$ cat src/rtl/rxs_pkg.sv
package rxs_pkg;
  localparam int unsigned OS_RATE = 16;

  typedef struct packed {
    logic       brk;
    logic       ovr;
    logic       par;
    logic       frm;
    logic [7:0] ch;
  } rx_entry_t;

  typedef enum logic [2:0] {
    S_IDLE, S_START, S_DATA, S_PAR, S_STOP1, S_STOP2, S_HOLD
  } rx_state_e;
endpackage

$ cat src/rtl/rxs_tick_gen.sv
module rxs_tick_gen #(
  parameter int unsigned DIV_W = 16
) (
  input  logic             clk_i,
  input  logic             rst_ni,
  input  logic [DIV_W-1:0] div_i,
  output logic             tick_o
);
  logic [DIV_W-1:0] cnt_q;

  assign tick_o = (cnt_q >= div_i);

  always_ff @(posedge clk_i or negedge rst_ni) begin
    if (!rst_ni)     cnt_q <= '0;
    else if (tick_o) cnt_q <= '0;
    else             cnt_q <= cnt_q + 1'b1;
  end
endmodule

$ cat src/rtl/rxs_frame.sv
module rxs_frame
  import rxs_pkg::*;
(
  input  logic      clk_i,
  input  logic      rst_ni,
  input  logic      tick_i,
  input  logic      rxd_i,
  input  logic [1:0] wlen_i,
  input  logic      par_en_i,
  input  logic      par_even_i,
  input  logic      stop2_i,
  output logic      valid_o,
  output rx_entry_t entry_o,
  output logic      start_o
);
  localparam int unsigned CW = $clog2(OS_RATE);
  localparam logic [CW-1:0] MID  = CW'(OS_RATE/2 - 1);
  localparam logic [CW-1:0] LAST = CW'(OS_RATE - 1);

  logic      sync1_q, rx_q;
  rx_state_e st_q;
  logic [CW-1:0] os_q;
  logic [2:0] idx_q;
  logic [7:0] data_q;
  logic       perr_q, ferr_q, low_q;
  logic [2:0] last_idx;
  logic       fin_low, fin_frm;

  assign last_idx = 3'(wlen_i) + 3'd4;
  assign fin_low  = low_q & ~rx_q;
  assign fin_frm  = ferr_q | ~rx_q;

  always_ff @(posedge clk_i or negedge rst_ni) begin
    if (!rst_ni) begin
      sync1_q <= 1'b1;
      rx_q    <= 1'b1;
    end else begin
      sync1_q <= rxd_i;
      rx_q    <= sync1_q;
    end
  end

  always_ff @(posedge clk_i or negedge rst_ni) begin
    if (!rst_ni) begin
      st_q    <= S_IDLE;
      os_q    <= '0;
      idx_q   <= '0;
      data_q  <= '0;
      perr_q  <= 1'b0;
      ferr_q  <= 1'b0;
      low_q   <= 1'b0;
      valid_o <= 1'b0;
      start_o <= 1'b0;
      entry_o <= '0;
    end else begin
      valid_o <= 1'b0;
      start_o <= 1'b0;
      if (tick_i) begin
        unique case (st_q)
          S_IDLE: if (!rx_q) begin
            st_q <= S_START;
            os_q <= '0;
          end
          S_START: begin
            if (os_q == MID) begin
              os_q <= '0;
              if (!rx_q) begin
                st_q    <= S_DATA;
                idx_q   <= '0;
                data_q  <= '0;
                perr_q  <= 1'b0;
                ferr_q  <= 1'b0;
                low_q   <= 1'b1;
                start_o <= 1'b1;
              end else begin
                st_q <= S_IDLE;
              end
            end else os_q <= os_q + 1'b1;
          end
          S_DATA: begin
            if (os_q == LAST) begin
              os_q          <= '0;
              data_q[idx_q] <= rx_q;
              low_q         <= low_q & ~rx_q;
              if (idx_q == last_idx) st_q <= par_en_i ? S_PAR : S_STOP1;
              else                   idx_q <= idx_q + 1'b1;
            end else os_q <= os_q + 1'b1;
          end
          S_PAR: begin
            if (os_q == LAST) begin
              os_q   <= '0;
              perr_q <= (^data_q) ^ rx_q ^ ~par_even_i;
              low_q  <= low_q & ~rx_q;
              st_q   <= S_STOP1;
            end else os_q <= os_q + 1'b1;
          end
          S_STOP1, S_STOP2: begin
            if (os_q == LAST) begin
              os_q <= '0;
              if (st_q == S_STOP1 && stop2_i) begin
                ferr_q <= ~rx_q;
                low_q  <= fin_low;
                st_q   <= S_STOP2;
              end else begin
                valid_o       <= 1'b1;
                entry_o.ch    <= data_q;
                entry_o.ovr   <= 1'b0;
                entry_o.brk   <= fin_low;
                entry_o.par   <= perr_q & ~fin_low;
                entry_o.frm   <= fin_frm & ~fin_low;
                st_q          <= rx_q ? S_IDLE : S_HOLD;
              end
            end else os_q <= os_q + 1'b1;
          end
          S_HOLD: if (rx_q) st_q <= S_IDLE;
          default: st_q <= S_IDLE;
        endcase
      end
    end
  end
endmodule

$ cat src/rtl/rxs_fifo.sv
module rxs_fifo
  import rxs_pkg::*;
#(
  parameter int unsigned DEPTH = 16,
  localparam int unsigned AW = $clog2(DEPTH),
  localparam int unsigned CW = $clog2(DEPTH + 1)
) (
  input  logic          clk_i,
  input  logic          rst_ni,
  input  logic          en_i,
  input  logic          push_i,
  input  rx_entry_t     push_data_i,
  input  logic          pop_i,
  output rx_entry_t     data_o,
  output logic          empty_o,
  output logic [CW-1:0] count_o
);
  rx_entry_t mem_q [DEPTH];
  logic [AW-1:0] wr_q, rd_q;
  logic [CW-1:0] cap;
  logic full, do_pop, do_push, mark_ovr;

  assign cap      = en_i ? CW'(DEPTH) : CW'(1);
  assign full     = (count_o >= cap);
  assign empty_o  = (count_o == '0);
  assign do_pop   = pop_i & ~empty_o;
  assign do_push  = push_i & (~full | do_pop);
  assign mark_ovr = push_i & full & ~do_pop;
  assign data_o   = empty_o ? '0 : mem_q[rd_q];

  always_ff @(posedge clk_i) begin
    if (do_push)       mem_q[wr_q] <= push_data_i;
    else if (mark_ovr) mem_q[wr_q - 1'b1].ovr <= 1'b1;
  end

  always_ff @(posedge clk_i or negedge rst_ni) begin
    if (!rst_ni) begin
      wr_q    <= '0;
      rd_q    <= '0;
      count_o <= '0;
    end else begin
      if (do_push) wr_q <= wr_q + 1'b1;
      if (do_pop)  rd_q <= rd_q + 1'b1;
      count_o <= count_o + CW'(do_push) - CW'(do_pop);
    end
  end
endmodule

$ cat src/rtl/rxs_timeout.sv
module rxs_timeout #(
  parameter int unsigned LIMIT = 512,
  localparam int unsigned TW = $clog2(LIMIT + 1)
) (
  input  logic clk_i,
  input  logic rst_ni,
  input  logic tick_i,
  input  logic clear_i,
  output logic tmo_o
);
  logic [TW-1:0] cnt_q;

  assign tmo_o = (cnt_q == TW'(LIMIT));

  always_ff @(posedge clk_i or negedge rst_ni) begin
    if (!rst_ni)                cnt_q <= '0;
    else if (clear_i)           cnt_q <= '0;
    else if (tick_i && !tmo_o)  cnt_q <= cnt_q + 1'b1;
  end
endmodule

$ cat src/rtl/rx_serial_core.sv
module rx_serial_core
  import rxs_pkg::*;
#(
  parameter int unsigned DIV_W    = 16,
  parameter int unsigned DEPTH    = 16,
  parameter int unsigned TMO_BITS = 32
) (
  input  logic             clk_i,
  input  logic             rst_ni,
  input  logic             rxd_i,
  input  logic [DIV_W-1:0] divisor_i,
  input  logic [1:0]       wlen_i,
  input  logic             par_en_i,
  input  logic             par_even_i,
  input  logic             stop2_i,
  input  logic             fifo_en_i,
  input  logic             pop_i,
  output logic [11:0]      rd_data_o,
  output logic             rx_empty_o,
  output logic             rx_irq_o,
  output logic             rx_tmo_irq_o
);
  localparam int unsigned CW = $clog2(DEPTH + 1);

  logic          tick, frm_valid, frm_start;
  rx_entry_t     frm_entry, head;
  logic [CW-1:0] fifo_cnt;

  rxs_tick_gen #(.DIV_W(DIV_W)) u_tick (
    .clk_i, .rst_ni, .div_i(divisor_i), .tick_o(tick)
  );

  rxs_frame u_frame (
    .clk_i, .rst_ni, .tick_i(tick), .rxd_i,
    .wlen_i, .par_en_i, .par_even_i, .stop2_i,
    .valid_o(frm_valid), .entry_o(frm_entry), .start_o(frm_start)
  );

  rxs_fifo #(.DEPTH(DEPTH)) u_fifo (
    .clk_i, .rst_ni, .en_i(fifo_en_i),
    .push_i(frm_valid), .push_data_i(frm_entry), .pop_i,
    .data_o(head), .empty_o(rx_empty_o), .count_o(fifo_cnt)
  );

  rxs_timeout #(.LIMIT(TMO_BITS * OS_RATE)) u_tmo (
    .clk_i, .rst_ni, .tick_i(tick),
    .clear_i(frm_start | pop_i | rx_empty_o), .tmo_o(rx_tmo_irq_o)
  );

  assign rd_data_o = head;
  assign rx_irq_o  = (fifo_cnt >= (fifo_en_i ? CW'(DEPTH/2) : CW'(1)));
endmodule

$ cat config.mk
export PLATFORM = sky130hd
export DESIGN_NAME = rx_serial_core
export DESIGN_NICKNAME = d
export VERILOG_FILES = /design/src/rtl/rxs_pkg.sv /design/src/rtl/rxs_tick_gen.sv /design/src/rtl/rxs_frame.sv /design/src/rtl/rxs_fifo.sv /design/src/rtl/rxs_timeout.sv /design/src/rtl/rx_serial_core.sv
export SDC_FILE = /design/constraint.sdc
export NUM_CORES = 1
export LEC_CHECK = 0
export BUFFER_PORTS_ARGS = -buffer_cell sky130_fd_sc_hd__buf_2
export CAP_MARGIN = 5
export CORE_ASPECT_RATIO = 2
export CORE_MARGIN = 1.5
export CORE_UTILIZATION = 61
export CTS_CLUSTER_SIZE = 24
export DETAILED_ROUTE_END_ITERATION = 12
export GPL_TIMING_DRIVEN = 0
export PLACE_DENSITY_LB_ADDON = 0.1
export SKIP_LAST_GASP = 1
export SYNTH_ARGS = -nofsm -noshare
export SYNTH_HDL_FRONTEND = slang
export SYNTH_SLANG_ARGS = --single-unit
$ cat constraint.sdc
create_clock -name clk_i -period 4.4 [get_ports clk_i]
set_clock_uncertainty 0.05 [all_clocks]
set_input_delay 0.44 -clock clk_i [delete_from_list [all_inputs] [get_ports clk_i]]
set_output_delay 0.44 -clock clk_i [all_outputs]
set_load 0.1 [all_outputs]
==> results of run 1 <==
[cells in the mapped netlist (all sizes together) (12+ instances only)]
master	instances	area, um2
a21oi	37	185
and2	14	87.6
and3	12	75.1
buf	13	68.8
clkbuf	26	97.6
dfrtp	73	1830
edfxtp	192	5770
ha	35	438
inv	47	176
mux2	15	180
mux4	60	1350
nand2	31	116
nand3	21	105
nand4	12	75.1
nor2	77	289
nor2b	18	113
o21ai	26	130
xnor2	22	193
xor2	14	123
[layout make-up]
class | count | area share [%]
sequential | 267 | 56.6
inverter | 47 | 1.31
tap | 259 | 2.40
clock buffer | 25 | 4.32
multi-input combinational | 475 | 30.6
timing repair buffer | 50 | 2.44
buffer | 39 | 1.23
clock inverter | 15 | 1.04
[registers in the layout, summed over array words and instances (netlist names), 3 cells and up]
register	cells
u_tick.cnt_q	16
u_frame.data_q	8
u_fifo.mem_q	192
u_frame.os_q	4
u_fifo.rd_q	4
u_frame.entry_o	11
u_fifo.count_o	5
u_frame.idx_q	3
u_fifo.wr_q	4
u_frame.st_q	3
u_tmo.cnt_q	10
[layout by cell type (no fill, tap or decap), types with 3 or more instances in the layout]
| cell | n |
|---|---|
| mux4_2 | 60 |
| clkinv_2 | 5 |
| buf_2 | 46 |
| buf_1 | 4 |
| a21oi_1 | 37 |
| nor2b_1 | 18 |
| or3_1 | 8 |
| ha_1 | 35 |
| and3_1 | 12 |
| buf_6 | 8 |
| o21ai_0 | 25 |
| dfrtp_1 | 73 |
| clkbuf_1 | 28 |
| nand3_1 | 21 |
| nand4_1 | 12 |
| a31oi_1 | 4 |
| mux2_2 | 12 |
| nand2_1 | 31 |
| and2_1 | 14 |
| nand2b_1 | 7 |
| mux2_4 | 3 |
| xnor2_1 | 22 |
| o31ai_1 | 9 |
| inv_1 | 47 |
| clkbuf_16 | 23 |
| nor2_1 | 77 |
| xor2_1 | 14 |
| nor4_1 | 4 |
| nor3_1 | 8 |
| edfxtp_1 | 192 |
[final timing paths]
kind	startpoint	end	slack, ns	depth (start not counted)
hold / removal	rst_ni	u_tick.cnt_q[7]$_DFF_PN0_	0.25	2
min in group clk_i	pop_i	u_tmo.cnt_q[9]$_DFFE_PN0P_	0.25	4
setup / recovery	u_fifo.count_o[2]$_DFF_PN0_	u_fifo.mem_q[4][2]$_DFFE_PP_	0.33	8
setup reg to reg	u_fifo.count_o[2]$_DFF_PN0_	u_fifo.mem_q[4][2]$_DFFE_PP_	0.33	8
hold reg to reg	u_frame.sync1_q$_DFF_PN1_	u_frame.rx_q$_DFF_PN1_	0.31	0
max in group asynchronous	rst_ni	u_frame.sync1_q$_DFF_PN1_	3.43	3
[per-layer routing]
layer	up-vias	share of wire (%)	global-route usage (%)
met5	-	0	0
met4	0	3.6	10.1
met3	62	3.7	2.94
met2	210	59	52.7
met1	3711	33	27.9
li1	3275	-	-
[where the power goes]
part	switching [uW]	internal, uW	total (uW)	leakage, uW
clock network	893	1080	1980	0.000349
registers	137	2800	2940	0.00264
logic	1500	834	2330	0.00189
total	2530	4720	7250	0.00488
[critical path: cells and delay by family (launching register included)]
| family | cells | cell delay (ns) |
|---|---|---|
| simple gates | 4 | 2.37 |
| fa+ha+maj | 1 | 0.22 |
| compound gates | 2 | 0.52 |
| flops | 1 | 0.38 |
| buf+inv | 1 | 0.14 |
[per-stage QoR]
step | total power [uW] | area [um2]
6_report | 7250 | 13500
3_5_place_dp | 5340 | 12700
2_1_floorplan | 4800 | 12100
3_3_place_gp | 5230 | 12600
5_1_grt | 7560 | 13500
4_1_cts | 7290 | 13400
[logic make-up after synthesis]
logic type | share of synthesized area [%]
xor gates and xnor gates | 2.60
muxes | 12.8
adders and majority gates | 3.78
DFF | 63.1
and+or+nand+nor | 9.24
AOI/OAI and AO/OA | 5.66
buffers and inverters | 2.83
==> flow_summary_export.csv, run 1 <==
group,metric,value,unit
route,wire_per_inst,22.4,um
flow_run,drv_cap,0,
clock_tree,clock_path_buffers,3,
grt,gr-total-overflow,0,
grt,grt_max_degree,69,
timing,worst_pin_slew,1.30,ns
final_layout,area_delta_synth_final,11.4,%
timing,min_period_over_period,92.5,%
status,status,"finished clean",
timing,hold-worst-slack,0.249,ns
timing,timing.final.ws_setup,0.332,ns
clock_tree,clock_sinks,267,
synth,synth_edf_count,192,
synth,ys_ff_latch,267,
route,via_count,7258,
clock_tree,clock_latency,0.50,ns
pwr,worst_ir_drop_vdd,518,uV
placement,dp_hpwl,19.0,mm
timing,relSlewSlack,12.9,%
floorplan,start_util,62.6,%
timing,rsz0062_at_grt,"no",
floorplan,dieArea,20800,um2
synth,ys_seq_area_share,63.1,%
final_layout,utilization,69.7,%
clock_tree,cts_hold_buf,2,
route,drc,0,
critical_path,crit_path_end_kind,"flop",
clock_tree,cts_root_buf,"clkbuf_16",
critical_path,start_kind,"flop",
pwr,leakage,0.00488,uW
clock_tree,path_clk_slew,0.07,ns
grt,grt_pass1_wl,41.5,mm
route,drt-vias-per-instance,6.17,
placement,port_buffers,40,
timing,fin_crit,4.07,ns
pwr,power.density,537,nW/um2
final_layout,fin_cells,1177,
timing,setup_viol,0,
critical_path,arrival,4.13,ns
synth,ys.flop_type,"edfxtp_1",
floorplan,die_h,202,um
final_layout,antenna_cells,0,
grt,antenna_found_initial,0,
final_layout,final_nets,965,
route,first_pass_iters,5,
clock_tree,ctsResizeCount,0,
critical_path,path_class,"flop to flop",
floorplan,rows,72,
critical_path,path_cells,"inv_1 -> ha_1 -> nor4b_4 -> nand2b_1 -> o211ai_2 -> nor4b_1 -> a21oi_1 -> nor2_1",
placement,pre_cts_ws,0.329,ns
clock_tree,cts_setup_buffers,0,
grt,grt_use_total,26.8,%
final_layout,fillers,1314,
timing,finalSetupTns,0,ns
final_layout,multi_input_area,4140,um2
synth,syn_area,12100,um2
synth,yosys_warnings,0,
clock_tree,htreeDepth,1,
placement,post-place-cells,1129,
final_layout,drive_above_1_share,19.8,%
synth,synth_cell_types,62,
floorplan,ios,41,
timing,slew_viol_final,0,
critical_path,slowest_delay,0.99,ns
synth,syn-num-nets,890,
synth,synthArstFlopShare,28.1,%
synth,syn_inst,828,
final_layout,regArea,7640,um2
grt,grt_pass1_vias,7723,
synth,synth_area_per_cell,14.6,um2
clock_tree,cts_made_buffers,23,
route,drt_wl_total,26.4,mm
floorplan,fp.dieW,103,um
placement,gp_congestion,0.909,
timing,fmax,0.246,GHz
route,initialDrtViolationCount,518,
critical_path,crit_slowest_cell,"nor2_1",
critical_path,crit_fanout,11,
timing,finalHoldViolCount,0,
clock_tree,cts_tree,"built",
hold_path,hold_class,"input port to async pin",
route,drtAntennaViolNets,0,
floorplan,core-area,19400,um2
critical_path,critPathRequiredTime,4.47,ns
(Power assumes the default switching activity.)
==> run 2: changes to the inputs <==
==> constraint.sdc (replaced) <==
create_clock -name clk_i -period 4.95 [get_ports clk_i]
set_clock_uncertainty 0.05 [all_clocks]
set_input_delay 0.495 -clock clk_i [delete_from_list [all_inputs] [get_ports clk_i]]
set_output_delay 0.495 -clock clk_i [all_outputs]
set_load 0.1 [all_outputs]
==> run 2 against run 1 <==
Effect of this change: worst hold slack worse by 0.21 ns; non-clock buffer count decreased by 1; sequential power decreased by 11%; count of clock-buffer cells in the layout is the same; sequential cell count is the same; sequential share of layout area hardly changed; maximum frequency up 0.43%; cell area hardly changed; critical endpoint unchanged.
==> flow_summary_export.csv, run 2 (synthesis results as in run 1) <==
group,metric,value,unit
timing,hold-worst-slack,0.0359,ns
final_layout,area_delta_synth_final,11.3,%
grt,grt_pass1_wl,41.5,mm
floorplan,rows,72,
clock_tree,clock_sinks,267,
pwr,seqPwrFrac,39.7,%
route,drt_wl_total,26.5,mm
clock_tree,ctsResizeCount,0,
placement,port_buffers,40,
status,status,"finished clean",
final_layout,final_nets,964,
final_layout,layout_common_cells,"192 x edfxtp_1, 77 x nor2_1, 73 x dfrtp_1",
route,via_count,7298,
final_layout,regMostFlops,"u_fifo.mem_q",
clock_tree,path_clk_slew,0.07,ns
route,drt-vias-per-instance,6.21,
final_layout,top_regs,"u_fifo.mem_q (192), u_tick.cnt_q (16), u_frame.entry_o (11)",
timing,relSlewSlack,10.7,%
final_layout,antenna_cells,0,
clock_tree,cts_hold_buf,1,
floorplan,start_util,62.6,%
final_layout,fin_cells,1176,
route,drc,0,
grt,grt_max_degree,69,
timing,worst_pin_slew,1.33,ns
pwr,p_switching,2340,uW
pwr,power.density,488,nW/um2
final_layout,fillers,1315,
timing,slew_viol_final,0,
pwr,power.internal,4240,uW
placement,placed_area,12700,um2
final_layout,largest_register_ffs,192,
clock_tree,htreeDepth,1,
timing,finalHoldViolCount,0,
critical_path,start_kind,"flop",
placement,gp_congestion,0.909,
clock_tree,cts_tree,"built",
critical_path,critPathRequiredTime,5.02,ns
critical_path,crit_path_end_kind,"flop",
pwr,leakage,0.00489,uW
placement,dp_hpwl,19.0,mm
pwr,switching_share,35.6,%
floorplan,core-area,19400,um2
timing,fmax,0.247,GHz
timing,finalSetupTns,0,ns
critical_path,crit_fanout,11,
route,initialDrtViolationCount,528,
timing,min_period_over_period,81.8,%
clock_tree,cts_root_buf,"clkbuf_16",
floorplan,fp.dieW,103,um
pwr,worst_ir_drop_vdd,460,uV
grt,gr-total-overflow,0,
placement,post-place-cells,1129,
hold_path,hold_class,"input port to flop",
route,first_pass_iters,5,
timing,setup_viol,0,
critical_path,arrival,4.12,ns
grt,antenna_found_initial,0,
route,wire_per_inst,22.5,um
pwr,clkPwrFrac,26.7,%
final_layout,layout_commonest_cell,"edfxtp_1",
final_layout,finalInstanceArea,13500,um2
clock_tree,cts_made_buffers,23,
clock_tree,clock_path_buffers,3,
grt,grt_use_total,26.8,%
floorplan,dieArea,20800,um2
flow_run,drv_cap,0,
timing,fin_crit,4.05,ns
pwr,power_frac_comb,33.6,%
pwr,power,6580,uW
floorplan,die_h,202,um
final_layout,drive_above_1_share,19.8,%
route,drtAntennaViolNets,0,
clock_tree,cts_setup_buffers,0,
clock_tree,clock_latency,0.50,ns
floorplan,ios,41,
critical_path,path_class,"flop to flop",
timing,rsz0062_at_grt,"no",
grt,grt_pass1_vias,7722,
[run 2: cell types whose count changed in the layout (fill, tap and decap cells not counted), sizes merged]
cell         change
dlygate4sd3      -1
[run 2: final cells by class]
class	instances	area [um2]	area share [%]
Timing Repair Buffer	49	319	2.37
Multi-Input combinational cell	475	4140	30.7
Sequential cell	267	7640	56.7
Tap cell	259	324	2.40
Inverter	47	176	1.31
Clock buffer	25	583	4.32
Buffer	39	166	1.23
Clock inverter	15	140	1.04
[run 2: metrics by stage]
step / setup WS (ns) / util, %
3_5_place_dp: 0.879 / 65.5
6_report: 0.899 / 69.6
4_1_cts: 0.844 / 69.3
5_1_grt: 0.581 / 69.6
3_3_place_gp: 0.632 / 65.3
2_1_floorplan: 1.48 / -
[run 2: critical path, stage by stage, from the launching register on]
cell and delay [ns]:
dfrtp_1 0.38, inv_1 0.14, ha_1 0.22, nor4b_4 0.64
nand2b_1 0.37, o211ai_2 0.29, nor4b_1 0.37, a21oi_1 0.22
nor2_1 0.98
[run 2: per-layer routing]
layer | vias up | track usage [%] | share of wire [%] | wire (um)
met5 | - | 0 | 0 | 0
met4 | 0 | 10.1 | 3.8 | 1010
met3 | 71 | 2.94 | 3.6 | 965
met2 | 227 | 52.7 | 59 | 15700
met1 | 3728 | 27.9 | 33 | 8870
li1 | 3272 | - | - | -
[run 2: power by group through the flow]
stage | Clock [uW] | Combinational [uW] | Sequential [uW]
finish | 1760 | 2210 | 2610
global route | 1850 | 2380 | 2620
CTS | 1780 | 2230 | 2610
detailed placement | 0 | 2230 | 2650
global placement | 0 | 2140 | 2650
floorplan | 0 | 1760 | 2620
[run 2: final timing paths]
check / cells past startpoint / to / slack, ns / from
worst max register to register: 8 / u_fifo.mem_q[4][2]$_DFFE_PP_ / 0.90 / u_fifo.count_o[2]$_DFF_PN0_
worst max-delay path: 8 / u_fifo.mem_q[4][2]$_DFFE_PP_ / 0.90 / u_fifo.count_o[2]$_DFF_PN0_
worst min-delay path: 1 / u_frame.sync1_q$_DFF_PN1_ / 0.04 / rxd_i
max in group asynchronous: 3 / u_frame.sync1_q$_DFF_PN1_ / 3.93 / rst_ni
worst min register to register: 0 / u_frame.rx_q$_DFF_PN1_ / 0.31 / u_frame.sync1_q$_DFF_PN1_
min in group asynchronous: 2 / u_tick.cnt_q[7]$_DFF_PN0_ / 0.30 / rst_ni
